==> config.mk <==
export PLATFORM = sky130hd
export DESIGN_NAME = tmr_cc_channel
export DESIGN_NICKNAME = d
export VERILOG_FILES = /design/src/rtl/tmr_cc_pkg.sv /design/src/rtl/tmr_cc_bus.sv /design/src/rtl/tmr_cc_store.sv /design/src/rtl/tmr_cc_flags.sv /design/src/rtl/tmr_cc_cmp.sv /design/src/rtl/tmr_cc_channel.sv
export SDC_FILE = /design/constraint.sdc
export NUM_CORES = 1
export LEC_CHECK = 0
export BUFFER_PORTS_ARGS = -buffer_cell sky130_fd_sc_hd__buf_2
export CAP_MARGIN = 10
export CELL_PAD_IN_SITES_DETAIL_PLACEMENT = 0
export CELL_PAD_IN_SITES_GLOBAL_PLACEMENT = 2
export CORE_MARGIN = 2
export CORE_UTILIZATION = 30
export CTS_BUF_LIST = sky130_fd_sc_hd__clkbuf_8
export CTS_CLUSTER_SIZE = 28
export DETAILED_ROUTE_END_ITERATION = 10
export GPL_TIMING_DRIVEN = 0
export PLACE_DENSITY_LB_ADDON = 0.1
export SYNTH_ARGS = -nofsm -noshare
export SYNTH_HDL_FRONTEND = slang
export SYNTH_HIERARCHICAL = 1
export SYNTH_SLANG_ARGS = --single-unit
==> constraint.sdc <==
create_clock -name clk -period 3.1 [get_ports clk]
set_input_delay 0.93 -clock clk [delete_from_list [all_inputs] [get_ports clk]]
set_output_delay 0.93 -clock clk [all_outputs]
set_load 0.01 [all_outputs]
==> src/rtl/tmr_cc_pkg.sv <==
package tmr_cc_pkg;

  localparam int ADDR_W = 2;

  typedef enum logic [ADDR_W-1:0] {
    SEL_CTRL = 2'd0,
    SEL_FLAG = 2'd1,
    SEL_VAL  = 2'd2,
    SEL_NONE = 2'd3
  } reg_sel_e;

  // Packed MSB first: chan_en ends up at bit 0.
  typedef struct packed {
    logic dma_en;
    logic irq_en;
    logic pre_en;
    logic cmp_mode;
    logic chan_en;
  } ctrl_t;

  localparam int CTRL_W = $bits(ctrl_t);
  localparam int FLAG_CAP_BIT = 0;
  localparam int FLAG_OVR_BIT = 1;

  // Capture flag next state: a capture beats a clear.
  function automatic logic f_cap_next(input logic evt, input logic cur, input logic clr);
    return evt | (cur & ~clr);
  endfunction

  // Over-capture next state: set beats clear.
  function automatic logic f_ovr_next(input logic evt, input logic cap, input logic clr_cap,
                                      input logic cur, input logic clr_ovr);
    return (evt & cap & ~clr_cap) | (cur & ~clr_ovr);
  endfunction

endpackage

==> src/rtl/tmr_cc_bus.sv <==
module tmr_cc_bus
  import tmr_cc_pkg::*;
#(
  parameter int W = 16
) (
  input  logic              clk,
  input  logic              rst_n,
  input  logic              bus_wr,
  input  logic              bus_rd,
  input  logic [ADDR_W-1:0] bus_addr,
  input  logic [CTRL_W-1:0] ctl_wdata,
  input  logic              cap_flag,
  input  logic              ovr_flag,
  input  logic [W-1:0]      preload,
  output ctrl_t             ctrl,
  output logic              val_wr,
  output logic              clr_cap,
  output logic              clr_ovr,
  output logic [W-1:0]      bus_rdata
);

  reg_sel_e sel;
  assign sel = reg_sel_e'(bus_addr);

  logic ctrl_wr, flag_wr, val_rd;
  assign ctrl_wr = bus_wr & (sel == SEL_CTRL);
  assign flag_wr = bus_wr & (sel == SEL_FLAG);
  assign val_wr  = bus_wr & (sel == SEL_VAL);
  assign val_rd  = bus_rd & (sel == SEL_VAL);

  // A flag clears on a written zero; a written one keeps it.
  assign clr_cap = (flag_wr & ~ctl_wdata[FLAG_CAP_BIT]) | val_rd;
  assign clr_ovr = flag_wr & ~ctl_wdata[FLAG_OVR_BIT];

  always_ff @(posedge clk or negedge rst_n) begin
    if (!rst_n) ctrl <= '0;
    else if (ctrl_wr) ctrl <= ctrl_t'(ctl_wdata);
  end

  always_comb begin
    bus_rdata = '0;
    unique case (sel)
      SEL_CTRL: bus_rdata[CTRL_W-1:0] = ctrl;
      SEL_FLAG: begin
        bus_rdata[FLAG_CAP_BIT] = cap_flag;
        bus_rdata[FLAG_OVR_BIT] = ovr_flag;
      end
      SEL_VAL:  bus_rdata = preload;
      default:  bus_rdata = '0;
    endcase
  end

  a_r2_ctrl_write: assert property (@(posedge clk) disable iff (!rst_n)
    ctrl_wr |=> ctrl == $past(ctl_wdata));
  a_r2_ctrl_hold: assert property (@(posedge clk) disable iff (!rst_n)
    !ctrl_wr |=> $stable(ctrl));

endmodule

==> src/rtl/tmr_cc_store.sv <==
module tmr_cc_store #(
  parameter int W = 16
) (
  input  logic         clk,
  input  logic         rst_n,
  input  logic         chan_en,
  input  logic         cmp_mode,
  input  logic         pre_en,
  input  logic         edge_stb,
  input  logic         upd_stb,
  input  logic [W-1:0] cnt_val,
  input  logic         val_wr,
  input  logic [W-1:0] wdata,
  output logic [W-1:0] preload,
  output logic [W-1:0] shadow,
  output logic         cap_evt
);

  logic cap_ok;      // edge accepted this cycle
  logic cap_pend;    // shadow holds a fresh capture awaiting copy
  logic cmp_direct;  // compare write goes straight through
  logic cmp_update;  // compare update event transfers preload

  assign cap_ok     = edge_stb & chan_en & ~cmp_mode;
  assign cmp_direct = cmp_mode & ~pre_en & val_wr;
  assign cmp_update = cmp_mode & pre_en & upd_stb;
  assign cap_evt    = cap_pend;

  always_ff @(posedge clk or negedge rst_n) begin
    if (!rst_n) cap_pend <= 1'b0;
    else        cap_pend <= cap_ok;
  end

  always_ff @(posedge clk or negedge rst_n) begin
    if (!rst_n)          shadow <= '0;
    else if (cap_ok)     shadow <= cnt_val;
    else if (cmp_direct) shadow <= wdata;
    else if (cmp_update) shadow <= preload;
  end

  // Capture copy has priority over a bus write.
  always_ff @(posedge clk or negedge rst_n) begin
    if (!rst_n)        preload <= '0;
    else if (cap_pend) preload <= shadow;
    else if (val_wr)   preload <= wdata;
  end

  a_r3_shadow_latch: assert property (@(posedge clk) disable iff (!rst_n)
    cap_ok |=> shadow == $past(cnt_val));
  a_r3_copy_to_preload: assert property (@(posedge clk) disable iff (!rst_n)
    cap_evt |=> preload == $past(shadow));
  a_r7_copy_beats_write: assert property (@(posedge clk) disable iff (!rst_n)
    (cap_evt && val_wr) |=> preload != $past(wdata) || $past(wdata) == $past(shadow));
  a_r2_write_preload: assert property (@(posedge clk) disable iff (!rst_n)
    (val_wr && !cap_evt) |=> preload == $past(wdata));
  a_r10_write_through: assert property (@(posedge clk) disable iff (!rst_n)
    (cmp_mode && !pre_en && val_wr) |=> shadow == $past(wdata));
  a_r11_shadow_hold: assert property (@(posedge clk) disable iff (!rst_n)
    (cmp_mode && pre_en && !upd_stb) |=> $stable(shadow));

endmodule

==> src/rtl/tmr_cc_flags.sv <==
module tmr_cc_flags
  import tmr_cc_pkg::*;
(
  input  logic clk,
  input  logic rst_n,
  input  logic cap_evt,
  input  logic clr_cap,
  input  logic clr_ovr,
  input  logic irq_en,
  input  logic dma_en,
  output logic cap_flag,
  output logic ovr_flag,
  output logic irq_req,
  output logic dma_req
);

  always_ff @(posedge clk or negedge rst_n) begin
    if (!rst_n) begin
      cap_flag <= 1'b0;
      ovr_flag <= 1'b0;
      dma_req  <= 1'b0;
    end else begin
      cap_flag <= f_cap_next(cap_evt, cap_flag, clr_cap);
      ovr_flag <= f_ovr_next(cap_evt, cap_flag, clr_cap, ovr_flag, clr_ovr);
      dma_req  <= cap_evt & dma_en;
    end
  end

  assign irq_req = cap_flag & irq_en;

  a_r7_capture_wins: assert property (@(posedge clk) disable iff (!rst_n)
    cap_evt |=> cap_flag);
  a_r5_overcapture: assert property (@(posedge clk) disable iff (!rst_n)
    (cap_evt && cap_flag && !clr_cap) |=> ovr_flag);
  a_r6_clear_cap: assert property (@(posedge clk) disable iff (!rst_n)
    (clr_cap && !cap_evt) |=> !cap_flag);
  a_r6_ovr_sticky: assert property (@(posedge clk) disable iff (!rst_n)
    (ovr_flag && !clr_ovr) |=> ovr_flag);
  a_r8_irq_needs_flag: assert property (@(posedge clk) disable iff (!rst_n)
    irq_req |-> cap_flag);
  a_r9_dma_after_copy: assert property (@(posedge clk) disable iff (!rst_n)
    dma_req |-> $past(cap_evt));

endmodule

==> src/rtl/tmr_cc_cmp.sv <==
module tmr_cc_cmp #(
  parameter int W = 16
) (
  input  logic         clk,
  input  logic         rst_n,
  input  logic         cmp_mode,
  input  logic [W-1:0] cnt_val,
  input  logic [W-1:0] shadow,
  output logic         cmp_eq,
  output logic         cmp_gt
);

  function automatic logic f_same(input logic [W-1:0] a, input logic [W-1:0] b);
    return (a ^ b) == '0;
  endfunction

  function automatic logic f_above(input logic [W-1:0] a, input logic [W-1:0] b);
    logic [W:0] diff;
    diff = {1'b0, b} - {1'b0, a};  // borrow set when a > b
    return diff[W];
  endfunction

  assign cmp_eq = cmp_mode & f_same(cnt_val, shadow);
  assign cmp_gt = cmp_mode & f_above(cnt_val, shadow);

  a_r12_exclusive: assert property (@(posedge clk) disable iff (!rst_n)
    !(cmp_eq && cmp_gt));
  a_r12_quiet_in_capture: assert property (@(posedge clk) disable iff (!rst_n)
    !cmp_mode |-> !cmp_eq && !cmp_gt);

endmodule

==> src/rtl/tmr_cc_channel.sv <==
module tmr_cc_channel
  import tmr_cc_pkg::*;
#(
  parameter int W = 16
) (
  input  logic         clk,
  input  logic         rst_n,
  input  logic         bus_wr,
  input  logic         bus_rd,
  input  logic [1:0]   bus_addr,
  input  logic [W-1:0] bus_wdata,
  output logic [W-1:0] bus_rdata,
  input  logic [W-1:0] cnt_val,
  input  logic         edge_stb,
  input  logic         upd_stb,
  output logic         irq_req,
  output logic         dma_req,
  output logic         cmp_eq,
  output logic         cmp_gt
);

  ctrl_t        ctrl;
  logic         val_wr, clr_cap, clr_ovr;
  logic         cap_flag, ovr_flag, cap_evt;
  logic [W-1:0] preload, shadow;

  tmr_cc_bus #(.W(W)) u_bus (
    .clk(clk), .rst_n(rst_n), .bus_wr(bus_wr), .bus_rd(bus_rd),
    .bus_addr(bus_addr), .ctl_wdata(bus_wdata[CTRL_W-1:0]),
    .cap_flag(cap_flag), .ovr_flag(ovr_flag), .preload(preload),
    .ctrl(ctrl), .val_wr(val_wr), .clr_cap(clr_cap), .clr_ovr(clr_ovr),
    .bus_rdata(bus_rdata)
  );

  tmr_cc_store #(.W(W)) u_store (
    .clk(clk), .rst_n(rst_n), .chan_en(ctrl.chan_en), .cmp_mode(ctrl.cmp_mode),
    .pre_en(ctrl.pre_en), .edge_stb(edge_stb), .upd_stb(upd_stb),
    .cnt_val(cnt_val), .val_wr(val_wr), .wdata(bus_wdata),
    .preload(preload), .shadow(shadow), .cap_evt(cap_evt)
  );

  tmr_cc_flags u_flags (
    .clk(clk), .rst_n(rst_n), .cap_evt(cap_evt), .clr_cap(clr_cap),
    .clr_ovr(clr_ovr), .irq_en(ctrl.irq_en), .dma_en(ctrl.dma_en),
    .cap_flag(cap_flag), .ovr_flag(ovr_flag), .irq_req(irq_req), .dma_req(dma_req)
  );

  tmr_cc_cmp #(.W(W)) u_cmp (
    .clk(clk), .rst_n(rst_n), .cmp_mode(ctrl.cmp_mode), .cnt_val(cnt_val),
    .shadow(shadow), .cmp_eq(cmp_eq), .cmp_gt(cmp_gt)
  );

  a_r4_edge_ignored: assert property (@(posedge clk) disable iff (!rst_n)
    (edge_stb && !(ctrl.chan_en && !ctrl.cmp_mode)) |=> !cap_evt);
  a_r4_no_flag_without_capture: assert property (@(posedge clk) disable iff (!rst_n)
    (!cap_evt && !cap_flag) |=> !cap_flag);

endmodule

==> metrics.md <==
| Metric | Value |
|---|---|
| Status | finished, final reports clean |
| Placed Instance Area | 3190 um2 |
| Vias/cell | 5.23 |
| Critical Path Max Stage Delay | 0.25 ns |
| Simple-Gate Fraction of Synth Area | 17.0% |
| Max Cap Viol | 0 |
| Routability cong. | 0.757 |
| Root buffer cell | clkbuf_8 |
| XOR/XNOR share of the synthesized area | 0% |
| Critical path class | input port to primary output |
| Clk sinks | 41 |
| Worst r2r path cells | 5 |
| Detailed Route Iter0 Violations | 92 |
| Slew headroom | 35.0% |
| # IOs | 60 |
| CP required | 2.17 ns |
| CP endpoint kind | primary output |
| Hold worst-path end | u_flags/ovr_flag |
| Most frequent cell on the critical path | buf_2 |
| Most frequent cells in the layout | 51 x buf_2, 41 x dfrtp_1, 21 x mux2i_1 |
| Synth cell types | 42 |
| Area of the mapped netlist | 2770 um2 |
| Element type at the critical path start | input port |
| Arrival time worst endpoint | 2.12 ns |
| Longest Clk Path Bufs | 2 |
| Hold Crit Class | flop to flop |
| Worst path depth | 8 |
| R2R Setup Slk | 1.37 ns |
| Overall power | 2350 uW |
| Synth area leader | dfrtp_1 |
| Drt total wl | 8250 um |
| Worst-Margin Slew | 0.975 ns |
| Synth Area in Compound Gates | 21.3% |
| Initial antenna violation count | 0 |
| Die width | 100 um |
| Wire per inst | 18.3 um |
| Share of layout cells above drive strength 1 | 34.8% |
| Core area | 9110 um2 |
| Clock skew after layout | 0.00509 ns |
| Post-DP HPWL | 6200 um |
| Vias in the first global route | 2366 |
| Share of the synthesized area in the top cell type | 37.1% |
| Final setup fails | 0 |
| Post-DRT Antenna Nets | 0 |
| VDD IR max | 329 uV |
| Reg clk slew, reported paths | 0.08 ns |
| Area contributors post-synth | dfrtp_1 37%, mux2i_1 7.6%, ha_1 7.2% |
| CTS buffer count | 5 |
| Hold violation count in the final report | 0 |
| Inserted Diodes | 0 |
| Syn avg cell area | 10.2 um2 |
| Fillcell total | 971 |
| Fmax | 328 MHz |
| CP top delay family | simple AND/OR/NAND/NOR gates |
| Synth Area in Adders | 7.23% |
| Rows | 35 |
| Count of buffers from port buffering | 57 |
| Final WS setup | 0.0509 ns |
| Worst-Skew Late Latency | 0.29 ns |
| Ys async rst share | 100% |
| Dominant synthesized flop cell | dfrtp_1 |
| Crit path max fanout | 2 |
| Combinational family with the most area after synthesis | compound AO/OA/AOI/OAI gates |
| Critical R2R Launch | u_bus/ctrl[2] |
| Synth Instances | 272 |
| Crit-path cells | buf_2 -> inv_2 -> ha_4 -> nor2b_4 -> o211ai_1 -> a21boi_2 -> nor4_2 -> buf_2 |
| Total track usage | 16.5% |
| Detailed-router iteration count before antenna repair | 4 |
| Place WS | -0.0874 ns |
| Min Tclk post-route | 3.05 ns |
| Leading cell type in the layout, fill and taps excluded | buf_2 |
| Number of synthesized flops with an enable pin | 0 |
| Buffers & Inverters on Critical Path | 3 |
| RSZ-0062 raised after global routing | true |
| Via count | 2352 |
| FF+latch count, synth | 41 |
| Mux cell area share after synthesis | 10.2% |
| DIE HEIGHT | 100 um |
| PwrDens | 670 nW/um2 |
| Hold Path Origin | u_flags/ovr_flag |
| Fin area | 3520 um2 |
| Layout Nets | 394 |
| Yosys warns | 6 |
| Leak | 0.00161 uW |
| Slew Limit Fails | 0 |
| Period utilization | 98.4% |
| CTS tree | done |
| Crit-path slowest cell | nor4_2 |
| Synthesized net count | 328 |
| Reg2reg end | u_store/shadow[8] |
| Sequential area share after synthesis | 37.1% |
| Hold Path Depth | 1 |
| DRC | 0 |
| Layout area overhead | 27.0% |
| Die area | 10000 um2 |
| Clock H-tree levels | 2 |
| Starting Density | 30.4% |
| Largest net degree at the start of global routing | 42 |
| First-pass GRT wire length | 12800 um |
| Remaining global-route overflow | 0 |
[layer usage]
| layer | GRT usage, % | up-vias | routed length (um) |
|---|---|---|---|
| met5 | 0 | - | 0 |
| met3 | 2.72 | 5 | 357 |
| met1 | 22.1 | 1154 | 3690 |
| met4 | 2.53 | 0 | 33 |
| met2 | 28.7 | 58 | 4170 |
| li1 | - | 1135 | - |
[flip-flops by register name, indices dropped and copies added, names as in the netlist]
signal,flops
u_store/shadow,16
u_flags/ovr_flag,1
u_flags/cap_flag,1
u_store/preload,16
u_flags/dma_req,1
u_bus/ctrl,5
u_store/cap_evt,1
[per-stage QoR]
stage                     instances  TNS, ns  hold slack [ns]  util (%)
final                           450        0            0.498      38.6
after global routing            450  -0.0721            0.531      38.6
after CTS                       448        0            0.501      36.9
after detailed placement        440  -0.0945            0.481      35.1
after global placement          440  -0.0875            0.479      35.1
after floorplan                 272        0            0.466         -
[cell type report]
| class | count | area, um2 | area share (%) |
|---|---|---|---|
| Buffer | 19 | 125 | 3.56 |
| Clock buffer | 6 | 82.6 | 2.35 |
| Inverter | 19 | 76.3 | 2.17 |
| Tap cell | 111 | 139 | 3.95 |
| Timing Repair Buffer | 60 | 365 | 10.4 |
| Sequential cell | 41 | 1030 | 29.2 |
| Clock inverter | 2 | 33.8 | 0.961 |
| Multi-Input combinational cell | 192 | 1670 | 47.4 |
[cell usage after synthesis, types with 2 or more instances]
master     number
buf_4           6
ha_1           16
buf_6           3
nand3_1         2
and3b_2         6
and3b_1        11
a21o_1          3
and2_1         14
clkbuf_1        7
nand4_1         4
dfrtp_1        41
nand2_1        17
a21oi_1         4
o2bb2ai_1      18
inv_1          19
o21ai_0        16
buf_2           2
nor2_1          3
mux2_2          5
a211oi_1       17
a22oi_1        16
nor2b_1         2
mux2i_1        21
[worst reg2reg max path, stage by stage, from the launching register on]
cell and delay, ns:
dfrtp_1 0.39, buf_6 0.15, dlygate4sd1_1 0.41, and3b_1 0.23, a211oi_1 0.31, o2bb2ai_1 0.12
[power breakdown]
| part | internal, uW | total [uW] | switching, uW |
|---|---|---|---|
| clock network | 260 | 448 | 189 |
| registers | 759 | 998 | 239 |
| logic | 470 | 908 | 438 |
[logic make-up (layout without fill, tap and decap cells)]
group | count (synthesis) | after routing
AND/OR/NAND/NOR | 69 | 69
buffers and inverters | 39 | 106
AO/OA/AOI/OAI | 80 | 80
adder cells (fa/ha/maj) | 16 | 16
multiplexers | 27 | 27
flip-flops | 41 | 41
[worst max path at each step]
stage | start | end | slack [ns]
after detailed placement | cnt_val[15] | cmp_gt | -0.09
after global placement | cnt_val[15] | cmp_gt | -0.09
after CTS | cnt_val[9] | cmp_gt | 0.001
final | cnt_val[1] | cmp_gt | 0.05
after floorplan | cnt_val[14] | cmp_gt | 0.23
after global routing | cnt_val[1] | cmp_gt | -0.07
[timing repair]
action | CTS | global route
setup endpoints to repair | 2 | 3
pin swaps | 4 | 12
gates resized for setup | 8 | 23
buffers inserted | 0 | 3
hold buffers | 0 | 0
(Power assumes the default switching activity.)
